File: src/rtl/seg_xlate_pkg.sv
package seg_xlate_pkg;

  typedef enum logic [1:0] {
    FLT_NONE   = 2'd0,
    FLT_TABLE  = 2'd1,
    FLT_ABSENT = 2'd2,
    FLT_LIMIT  = 2'd3
  } seg_fault_e;

  // Packed so that {second word, first word} maps straight onto it
  typedef struct packed {
    logic [11:0] rights;
    logic [19:0] limit;
    logic [31:0] base;
  } seg_desc_t;

  localparam int unsigned PRESENT_BIT = 7;
  localparam int unsigned SEL_IDX_W   = 13;

endpackage

File: src/rtl/seg_desc_cache.sv
module seg_desc_cache
  import seg_xlate_pkg::*;
#(
  parameter int unsigned ENTRIES = 4
) (
  input  logic                 clk,
  input  logic                 rst_n,
  input  logic                 lk_ti,
  input  logic [SEL_IDX_W-1:0] lk_idx,
  output logic                 lk_hit,
  output seg_desc_t            lk_desc,
  input  logic                 wr_en,
  input  logic                 wr_ti,
  input  logic [SEL_IDX_W-1:0] wr_idx,
  input  seg_desc_t            wr_desc
);

  localparam int unsigned SLOT_W = $clog2(ENTRIES);
  localparam int unsigned TAG_W  = 1 + SEL_IDX_W - SLOT_W;

  logic [ENTRIES-1:0] vld_q;
  logic [TAG_W-1:0]   tag_q [ENTRIES];
  seg_desc_t          dat_q [ENTRIES];

  logic [SLOT_W-1:0]  lk_slot, wr_slot;
  logic [TAG_W-1:0]   lk_tag, wr_tag;

  assign lk_slot = lk_idx[SLOT_W-1:0];
  assign lk_tag  = {lk_ti, lk_idx[SEL_IDX_W-1:SLOT_W]};
  assign wr_slot = wr_idx[SLOT_W-1:0];
  assign wr_tag  = {wr_ti, wr_idx[SEL_IDX_W-1:SLOT_W]};

  assign lk_hit  = vld_q[lk_slot] && (tag_q[lk_slot] == lk_tag);
  assign lk_desc = dat_q[lk_slot];

  for (genvar e = 0; e < ENTRIES; e++) begin : g_slot
    logic slot_we;
    assign slot_we = wr_en && (wr_slot == SLOT_W'(e));

    always_ff @(posedge clk or negedge rst_n) begin
      if (!rst_n)       vld_q[e] <= 1'b0;
      else if (slot_we) vld_q[e] <= 1'b1;
    end

    always_ff @(posedge clk) begin
      if (slot_we) begin
        tag_q[e] <= wr_tag;
        dat_q[e] <= wr_desc;
      end
    end
  end

endmodule

File: src/rtl/seg_fetch_ctrl.sv
module seg_fetch_ctrl
  import seg_xlate_pkg::*;
(
  input  logic        clk,
  input  logic        rst_n,
  input  logic        start,
  input  logic [31:0] start_addr,
  input  logic        mem_ack_i,
  input  logic [31:0] mem_data_i,
  output logic        mem_rd_o,
  output logic [31:0] mem_addr_o,
  output logic        fill_valid,
  output seg_desc_t   fill_desc
);

  typedef enum logic [1:0] {FS_IDLE, FS_LO, FS_HI} fs_e;

  fs_e         st_q, st_d;
  logic [31:0] addr_q, addr_d;
  logic [31:0] lo_q;
  logic        lo_en;

  always_comb begin
    st_d   = st_q;
    addr_d = addr_q;
    lo_en  = 1'b0;
    unique case (st_q)
      FS_IDLE: if (start) begin
        st_d   = FS_LO;
        addr_d = start_addr;
      end
      FS_LO: if (mem_ack_i) begin
        st_d   = FS_HI;
        addr_d = addr_q + 32'd4;
        lo_en  = 1'b1;
      end
      FS_HI: if (mem_ack_i) st_d = FS_IDLE;
      default: st_d = FS_IDLE;
    endcase
  end

  always_ff @(posedge clk or negedge rst_n) begin
    if (!rst_n) begin
      st_q   <= FS_IDLE;
      addr_q <= '0;
    end else begin
      st_q   <= st_d;
      addr_q <= addr_d;
    end
  end

  always_ff @(posedge clk) begin
    if (lo_en) lo_q <= mem_data_i;
  end

  assign mem_rd_o   = (st_q != FS_IDLE);
  assign mem_addr_o = addr_q;
  assign fill_valid = (st_q == FS_HI) && mem_ack_i;
  assign fill_desc  = {mem_data_i, lo_q};

endmodule

File: src/rtl/seg_limit_check.sv
module seg_limit_check
  import seg_xlate_pkg::*;
(
  input  seg_desc_t   desc,
  input  logic [31:0] offset,
  output seg_fault_e  fault,
  output logic [31:0] lin
);

  logic absent, over;

  assign absent = !desc.rights[PRESENT_BIT];
  assign over   = offset > {12'd0, desc.limit};
  assign lin    = desc.base + offset;

  always_comb begin
    if (absent)    fault = FLT_ABSENT;
    else if (over) fault = FLT_LIMIT;
    else           fault = FLT_NONE;
  end

endmodule

File: src/rtl/seg_xlate.sv
module seg_xlate
  import seg_xlate_pkg::*;
#(
  parameter int unsigned ENTRIES = 4
) (
  input  logic        clk,
  input  logic        rst_n,
  input  logic [31:0] gdt_base_i,
  input  logic [15:0] gdt_limit_i,
  input  logic [31:0] ldt_base_i,
  input  logic [15:0] ldt_limit_i,
  input  logic        paging_en_i,
  input  logic        req_valid_i,
  input  logic [15:0] sel_i,
  input  logic [31:0] off_i,
  output logic        ready_o,
  output logic        mem_rd_o,
  output logic [31:0] mem_addr_o,
  input  logic        mem_ack_i,
  input  logic [31:0] mem_data_i,
  output logic        done_o,
  output logic [1:0]  fault_o,
  output logic [31:0] lin_addr_o,
  output logic        phys_valid_o,
  output logic [31:0] phys_addr_o,
  output logic [1:0]  rpl_o,
  output logic [11:0] rights_o
);

  logic                 req_ti;
  logic [SEL_IDX_W-1:0] req_idx;
  logic [31:0]          tbl_base;
  logic [15:0]          tbl_lim;
  logic                 tbl_flt;
  logic                 accept, hit, start;
  seg_desc_t            hit_desc;

  logic [15:0]          sel_q;
  logic [31:0]          off_q;

  logic                 fill_valid;
  seg_desc_t            fill_desc;

  seg_desc_t            chk_desc;
  logic [31:0]          chk_off, chk_lin;
  seg_fault_e           chk_fault;

  logic                 done_d, pv_d;
  seg_fault_e           fault_d;
  logic [31:0]          lin_d;
  logic [1:0]           rpl_d;
  logic [11:0]          rights_d;

  logic                 done_q, pv_q;
  seg_fault_e           fault_q;
  logic [31:0]          lin_q;
  logic [1:0]           rpl_q;
  logic [11:0]          rights_q;

  // Selector decode and table choice
  assign req_ti   = sel_i[2];
  assign req_idx  = sel_i[15:3];
  assign tbl_base = req_ti ? ldt_base_i  : gdt_base_i;
  assign tbl_lim  = req_ti ? ldt_limit_i : gdt_limit_i;
  assign tbl_flt  = {req_idx, 3'b111} > tbl_lim;

  assign ready_o  = !mem_rd_o;
  assign accept   = req_valid_i && ready_o;
  assign start    = accept && !tbl_flt && !hit;

  always_ff @(posedge clk) begin
    if (accept) begin
      sel_q <= sel_i;
      off_q <= off_i;
    end
  end

  seg_desc_cache #(.ENTRIES(ENTRIES)) cache_i (
    .clk     (clk),
    .rst_n   (rst_n),
    .lk_ti   (req_ti),
    .lk_idx  (req_idx),
    .lk_hit  (hit),
    .lk_desc (hit_desc),
    .wr_en   (fill_valid && fill_desc.rights[PRESENT_BIT]),
    .wr_ti   (sel_q[2]),
    .wr_idx  (sel_q[15:3]),
    .wr_desc (fill_desc)
  );

  seg_fetch_ctrl fetch_i (
    .clk        (clk),
    .rst_n      (rst_n),
    .start      (start),
    .start_addr (tbl_base + {16'd0, req_idx, 3'b000}),
    .mem_ack_i  (mem_ack_i),
    .mem_data_i (mem_data_i),
    .mem_rd_o   (mem_rd_o),
    .mem_addr_o (mem_addr_o),
    .fill_valid (fill_valid),
    .fill_desc  (fill_desc)
  );

  // fill_valid only occurs while busy, accept only while idle
  assign chk_desc = fill_valid ? fill_desc : hit_desc;
  assign chk_off  = fill_valid ? off_q     : off_i;

  seg_limit_check check_i (
    .desc   (chk_desc),
    .offset (chk_off),
    .fault  (chk_fault),
    .lin    (chk_lin)
  );

  // Result next-state
  always_comb begin
    done_d   = fill_valid || (accept && (tbl_flt || hit));
    fault_d  = (accept && tbl_flt) ? FLT_TABLE : chk_fault;
    lin_d    = (fault_d == FLT_NONE) ? chk_lin : 32'd0;
    rpl_d    = fill_valid ? sel_q[1:0] : sel_i[1:0];
    rights_d = (fault_d == FLT_TABLE) ? 12'd0 : chk_desc.rights;
    pv_d     = done_d && (fault_d == FLT_NONE) && !paging_en_i;
  end

  always_ff @(posedge clk or negedge rst_n) begin
    if (!rst_n) begin
      done_q   <= 1'b0;
      pv_q     <= 1'b0;
      fault_q  <= FLT_NONE;
      lin_q    <= '0;
      rpl_q    <= '0;
      rights_q <= '0;
    end else begin
      done_q <= done_d;
      pv_q   <= pv_d;
      if (done_d) begin
        fault_q  <= fault_d;
        lin_q    <= lin_d;
        rpl_q    <= rpl_d;
        rights_q <= rights_d;
      end
    end
  end

  assign done_o       = done_q;
  assign fault_o      = fault_q;
  assign lin_addr_o   = lin_q;
  assign phys_valid_o = pv_q;
  assign phys_addr_o  = lin_q;
  assign rpl_o        = rpl_q;
  assign rights_o     = rights_q;

endmodule

File: config.mk
export PLATFORM = sky130hd
export DESIGN_NAME = seg_xlate
export DESIGN_NICKNAME = d
export VERILOG_FILES = /design/src/rtl/seg_xlate_pkg.sv /design/src/rtl/seg_desc_cache.sv /design/src/rtl/seg_fetch_ctrl.sv /design/src/rtl/seg_limit_check.sv /design/src/rtl/seg_xlate.sv
export SDC_FILE = /design/constraint.sdc
export NUM_CORES = 1
export LEC_CHECK = 0
export BUFFER_PORTS_ARGS = -buffer_cell sky130_fd_sc_hd__buf_2
export CORE_ASPECT_RATIO = 0.9
export CORE_MARGIN = 4
export CORE_UTILIZATION = 63
export DETAILED_ROUTE_END_ITERATION = 8
export GPL_ROUTABILITY_DRIVEN = 0
export HOLD_SLACK_MARGIN = 0.15
export PLACE_DENSITY = 0.91
export SLEW_MARGIN = 20
export SYNTH_ARGS = -nofsm -noshare
export SYNTH_HDL_FRONTEND = slang
export SYNTH_HIERARCHICAL = 1
export SYNTH_SLANG_ARGS = --single-unit
File: constraint.sdc
create_clock -name clk -period 16.4 [get_ports clk]
set_input_delay 0.82 -clock clk [delete_from_list [all_inputs] [get_ports clk]]
set_output_delay 0.82 -clock clk [all_outputs]
set_load 0.02 [all_outputs]
# Word level (Yosys, flattened, before mapping)
# Memory sizes are Yosys's and may differ from the RTL's.
# Index checks and enable logic that the tools add are counted.
[totals]
ff_bits = 168
n_memories = 2
word_cells = 113
ramBits = 304
out_inout_bits = 116
[mem_list]
columns = ["name", "words", "word_bits", "read_ports", "rd_clocked_by_memory_dff", "write_ports", "line", "text"]
rows = [
  ["cache_i.dat_q", 4, 64, 1, 0, 1, "seg_desc_cache.sv:23", "seg_desc_t dat_q [ENTRIES];"],
  ["cache_i.tag_q", 4, 12, 1, 0, 1, "seg_desc_cache.sv:22", "logic [TAG_W-1:0] tag_q [ENTRIES];"],
]
[classes]
muxes = 47
reduce_logical = 33
n_eq_ne = 10
order_cmp = 3
addsub = 3
[ops]
columns = ["operator", "n"]
rows = [
  ["64-bit two-way mux", 4],
  ["64-bit OR reduction", 3],
  ["32-bit two-way mux", 5],
  ["32-bit one-hot mux with 2 select lines", 1],
  ["12-bit two-way mux", 4],
  ["12-bit OR reduction", 3],
  ["32-bit by 16-bit adder with 32-bit output", 1],
  ["32-bit by 3-bit adder with 32-bit output, second input constant", 1],
  ["32-bit adder", 1],
  ["32-bit by 20-bit greater-than comparator with 1-bit output", 1],
  ["2-bit two-way mux", 13],
  ["1-bit two-way mux", 17],
  ["16-bit greater-than comparator", 1],
  ["16-bit two-way mux", 1],
  ["1-bit logical AND", 14],
  ["12-bit == test", 1],
  ["2-bit by 1-bit == test with 1-bit output, second input constant", 3],
  ["2-bit == test, second input constant", 3],
  ["2-bit zero test", 3],
  ["2-bit one-hot mux with 3 select lines", 1],
  ["3-bit AND reduction", 2],
  ["1-bit zero test", 4],
  ["2-bit inequality test, second input constant", 2],
  ["2-bit nonzero test", 2],
  ["other kinds (4)", 5],
]

# Logic depth before layout (Yosys ltp)
[depth]
ltp_word = 10
mapped_depth = 20

# Modules after synthesis
# Netlist, hierarchy kept.
[by_module_without_submodules]
columns = ["module", "cells_per_inst", "instances", "area_each_um2"]
rows = [
  ["seg_desc_cache", 438, 1, 11282.1],
  ["seg_xlate", 574, 1, 6620.1],
  ["seg_fetch_ctrl", 337, 1, 3449.6],
  ["seg_limit_check", 325, 1, 2463.6],
]

# Worst setup path after synthesis
# Ideal clock, no wire load.
[synth_path]
path_type = "register -> register"
startpoint = "reg fetch_i.st_q[1]"
endpoint = "reg cache_i.vld_q[0]"
arrival_ps = 8201
stages_incl_launch_ff = 11
n_path_buf = 5
setup_ps = 99
slack_ps = 8099
path_cell_list = "dfrtp_1 clkbuf_1 clkbuf_1 nand2b_1 nor2_1 buf_2 buf_1 buf_2 and2_1 nor3b_1 or2_2"
[synth_via]
elab_chain_len = 4
[synth_rtl]
columns = ["element", "line", "text"]
rows = [
  ["from (decl)", "seg_fetch_ctrl.sv:18", "fs_e st_q, st_d;"],
  ["from (signal assigned)", "seg_fetch_ctrl.sv:47", "st_q <= st_d;"],
  ["2-bit == test", "seg_fetch_ctrl.sv:58", "assign fill_valid = (st_q == FS_HI) && mem_ack_i;"],
  ["1-bit logical AND", "seg_fetch_ctrl.sv:58", ""],
  ["net fill_valid", "seg_xlate.sv:41", "logic fill_valid;"],
  ["1-bit logical AND", "seg_xlate.sv:85", ".wr_en (fill_valid && fill_desc.rights[PRESENT_BIT]),"],
  ["1-bit logical AND", "seg_desc_cache.sv:38", "assign slot_we = wr_en && (wr_slot == SLOT_W'(e));"],
  ["net cache_i.g_slot[0].slot_we", "seg_desc_cache.sv:37", "logic slot_we;"],
  ["to (signal, indexed assignment)", "seg_desc_cache.sv:41", "if (!rst_n) vld_q[e] <= 1'b0;"],
  ["to (signal, indexed assignment)", "seg_desc_cache.sv:42", "else if (slot_we) vld_q[e] <= 1'b1;"],
  ["to (decl)", "seg_desc_cache.sv:21", "logic [ENTRIES-1:0] vld_q;"],
]
# The timed path passes the listed nets, and every way through them passes these cells.
# A chain may end at the register's enable or synchronous reset.

# Worst setup path after layout
[layout_path]
startpoint = "reg fetch_i.st_q[1]"
endpoint = "reg lin_q[14] (netlist: lin_addr_o[14])"
[layout_via]
elab_chain_len = 9
elab_cells_between_ends = 17
cone_classes = "add/sub: 1; order compare: 1; eq/ne: 1; mux: 6; reduce/logical: 8"
[layout_rtl]
columns = ["element", "line", "text"]
rows = [
  ["2-bit == test", "seg_fetch_ctrl.sv:58", ""],
  ["1-bit logical AND", "seg_fetch_ctrl.sv:58", ""],
  ["net fill_valid", "seg_xlate.sv:41", ""],
  ["32-bit two-way mux", "seg_xlate.sv:106", "assign chk_off = fill_valid ? off_q : off_i;"],
  ["net chk_off[1]", "seg_xlate.sv:45", "logic [31:0] chk_off, chk_lin;"],
  ["32-bit by 20-bit greater-than comparator with 1-bit output", "seg_limit_check.sv:13", "assign over = offset > {12'd0, desc.limit};"],
  ["2-bit two-way mux", "seg_limit_check.sv:18", "else if (over) fault = FLT_LIMIT;"],
  ["2-bit two-way mux", "seg_limit_check.sv:17", "if (absent) fault = FLT_ABSENT;"],
  ["net chk_fault[1]", "seg_xlate.sv:46", "seg_fault_e chk_fault;"],
  ["2-bit two-way mux", "seg_xlate.sv:118", "fault_d = (accept && tbl_flt) ? FLT_TABLE : chk_fault;"],
  ["2-bit zero test", "seg_xlate.sv:119", "lin_d = (fault_d == FLT_NONE) ? chk_lin : 32'd0;"],
  ["32-bit two-way mux", "seg_xlate.sv:119", ""],
  ["to (signal assigned)", "seg_xlate.sv:138", "lin_q <= lin_d;"],
  ["to (decl)", "seg_xlate.sv:56", "logic [31:0] lin_q;"],
]
# The timed path passes the listed nets, and every way through them passes these cells.

==> results.ini <==
[sta]
slew_headroom_pct=25.6
fmax_mhz=155
fin_worst_skew_ns=0.0446
rsz0062_at_grt=false
fin_setup_tns_ns=0
fin_crit_sh_pct=39.4
hold_viol=0
layout_setup_ws_ns=9.94
period_needed_ns=6.46
tightest_slew_ns=1.09
setup_viol=0
slew_viol_final=0
hold-worst-slack_ns=0.172

[clocking]
cts_root_buffer=clkbuf_16
clk_pin_slew_worst_paths_ns=0.08
cts.sinks=472
cts_buffers=47
clkLatencyLatePin_ns=0.59
post-cts-setup-buffers=0
ctsResizeCount=0
clock_path_buffers=3
cts_tree=yes
cts_hold_buf=0
htreeDepth=2

[global_route]
grt_max_degree=70
antenna_found_initial=10
grt_util_all_layers_pct=29.5
grt_pass1_wl_um=93500
first_global_vias=16100
grt-ovfl-total=0

[power_and_ir_drop]
combPwrFrac_pct=27.2
swShare_pct=33.4
power_switching_mw=1.25
max-vdd-ir-drop_mv=0.109
p_leak_nw=10.3
p_clk_share_pct=31.1
total_power_mw=3.76
seq_power_share_pct=41.7
p_per_area_nw_per_um2=140
p_int_mw=2.50

[finish]
drive_above_1_share_pct=33.1
nFillCells=2211
multiInputGateArea_um2=9100
final_common_cell=edfxtp_1
nNetsFinal=2154
final_cells=2426
fin_util_pct=72.1
stdcell_area_um2=26900
area_growth_pct=13.0
layout_common_cells=edfxtp_1 (384), buf_2 (293), mux2_2 (116), dfrtp_1 (88), ha_1 (78)
seqCellArea_um2=13700

[setup_path]
startpoint_type=flip-flop
reg2regPathDepth=16
cp-startpoint=fetch_i/st_q[1]
r2r_start=fetch_i/st_q[1]
worstReg2RegEnd=lin_addr_o[14]
crit_type=flip-flop to flip-flop
crit_fanout=58
rrSetupSlack_ns=9.94
crit_required_ns=16.91
crit_path_end_kind=flip-flop
worstPathArrival_ns=6.97
endpoint=lin_addr_o[14]

[yosys]
synth_area_um2=23800
ys_seq_area_share_pct=57.7
synth_cells=1674
yosysTopAreaCellShare_pct=48.4
yosys.area.top_type=edfxtp_1
yosys.cell_types.count=97
synth_edf_count=384
yosys_warnings=6
synth_nets=1935
ys_top_cells_by_area=edfxtp_1 (48%), dfrtp_1 (9.2%), mux4_2 (6.9%)
synth-seq-cells=472
async_flop_share_pct=18.6
synthFlopType=edfxtp_1
synth_area_per_cell_um2=14.2

[run_status]
status=complete, no violations

[routing]
wire_per_inst_um=25.8
final_antenna_net_count=0
drt_pass1_iterations=9
first_iter_violations=2409
routed_wl_um=62500
num_vias=16400
viasPerCell=6.78
drc=0

[floorplanning]
die_x_um=213
die_area_um2=41000
core_um2=37300
rows=67
die_height_um=192
ios=297
initial_core_util_pct=63.8

[placed_design]
dp_cells=2326
portBuffers=296
placed_area_um2=25200
dpl_worst_slack_ns=9.97
place_hpwl_um=39200

[worst_hold_path]
hp-class=primary input to async pin

[job]
max_cap_viol_count=0

sequential cells by signal (all words and copies together), names as in the netlist:
name and count:
cache_i/dat_q 256, cache_i/tag_q 48, cache_i/vld_q 4, done_o 1, fault_o 2, fetch_i/lo_q 32
fetch_i/mem_addr_o 32, fetch_i/st_q 2, lin_addr_o 32, off_q 32, phys_valid_o 1, rights_o 12
rpl_o 2, sel_q 16
layer usage:
metal / vias to the layer above / track usage, % / part of all wire (%)
li1: 6972 / - / -
met1: 8019 / 39.6 / 36
met2: 1226 / 49.2 / 49
met3: 219 / 5.09 / 11
met4: 2 / 10.9 / 3.9
met5: - / 0 / 0.021
critical path, stage by stage, from the launching register on:
cell      delay (ns)
dfrtp_1         0.72
nand2b_1        0.21
nor2_4          0.12
buf_4           0.55
buf_4           0.79
mux2_2          0.47
ha_1            0.34
nor2b_1         0.15
o21a_1          0.17
o21ai_0         0.27
a21oi_1         0.15
nor4bb_1        0.65
o21ai_0         0.34
or2_2           0.40
nor3_4          0.54
buf_8           0.26
a22o_1          0.15
cell usage after synthesis (5+ instances only):
| cell type | instances |
|---|---|
| nor2b_1 | 13 |
| and2_1 | 6 |
| a31oi_1 | 10 |
| edfxtp_1 | 384 |
| mux4_2 | 73 |
| or2_2 | 12 |
| o211ai_1 | 7 |
| o21ai_1 | 8 |
| buf_1 | 7 |
| xor2_1 | 25 |
| or3_1 | 5 |
| nand2b_1 | 6 |
| nand4_1 | 34 |
| clkbuf_1 | 27 |
| mux2i_1 | 33 |
| inv_1 | 35 |
| buf_2 | 35 |
| a211oi_1 | 20 |
| o21a_1 | 11 |
| and4_1 | 5 |
| dfrtp_1 | 88 |
| buf_6 | 8 |
| and3_1 | 14 |
| nor3_1 | 16 |
| nand2_1 | 76 |
| buf_4 | 68 |
| mux2_2 | 116 |
| a32oi_1 | 7 |
| or4_1 | 8 |
| nand3_1 | 30 |
| xnor2_1 | 45 |
| a22o_1 | 32 |
| a22oi_1 | 5 |
| nor4_1 | 19 |
| nor2_1 | 60 |
| a21oi_1 | 72 |
| a21o_1 | 24 |
| ha_1 | 78 |
| o21ai_0 | 46 |
worst min path at each step:
stage | endpoint | startpoint
after floorplan | cache_i/vld_q[3] | cache_i/vld_q[3]
after global placement | cache_i/vld_q[3] | cache_i/vld_q[3]
after detailed placement | cache_i/vld_q[2] | cache_i/vld_q[2]
after CTS | lin_addr_o[3] | rst_n
after global routing | lin_addr_o[3] | rst_n
final | lin_addr_o[3] | rst_n
power groups by stage:
stage	Combinational, mW	Clock [mW]	Sequential [mW]
after floorplan	0.642	0	1.62
after global placement	0.941	0	1.57
after detailed placement	0.973	0	1.58
after CTS	0.994	1.17	1.56
after global routing	1.09	1.22	1.58
final	1.02	1.17	1.57
cell type report:
cell class	instances	area share, %
repair buffers	315	6.09
flip-flops and latches	472	51.0
well taps	483	2.25
clock inverters	30	1.27
multi-input cells	1022	33.8
clock buffers	58	4.95
diodes	11	0.102
inverters	35	0.488
cell families (layout without fill, tap and decap cells):
kind of cell | after synthesis | after routing | synth area share, %
multiplexers | 223 | 223 | 13.8
XOR/XNOR | 70 | 70 | 2.57
AND/OR/NAND/NOR | 330 | 330 | 7.46
AO/OA/AOI/OAI | 319 | 319 | 9.86
adder cells (fa/ha/maj) | 80 | 80 | 4.27
flip-flops | 472 | 472 | 57.7
buffers and inverters | 180 | 438 | 4.34
other | 0 | 11 | 0
(Power assumes the default switching activity.)
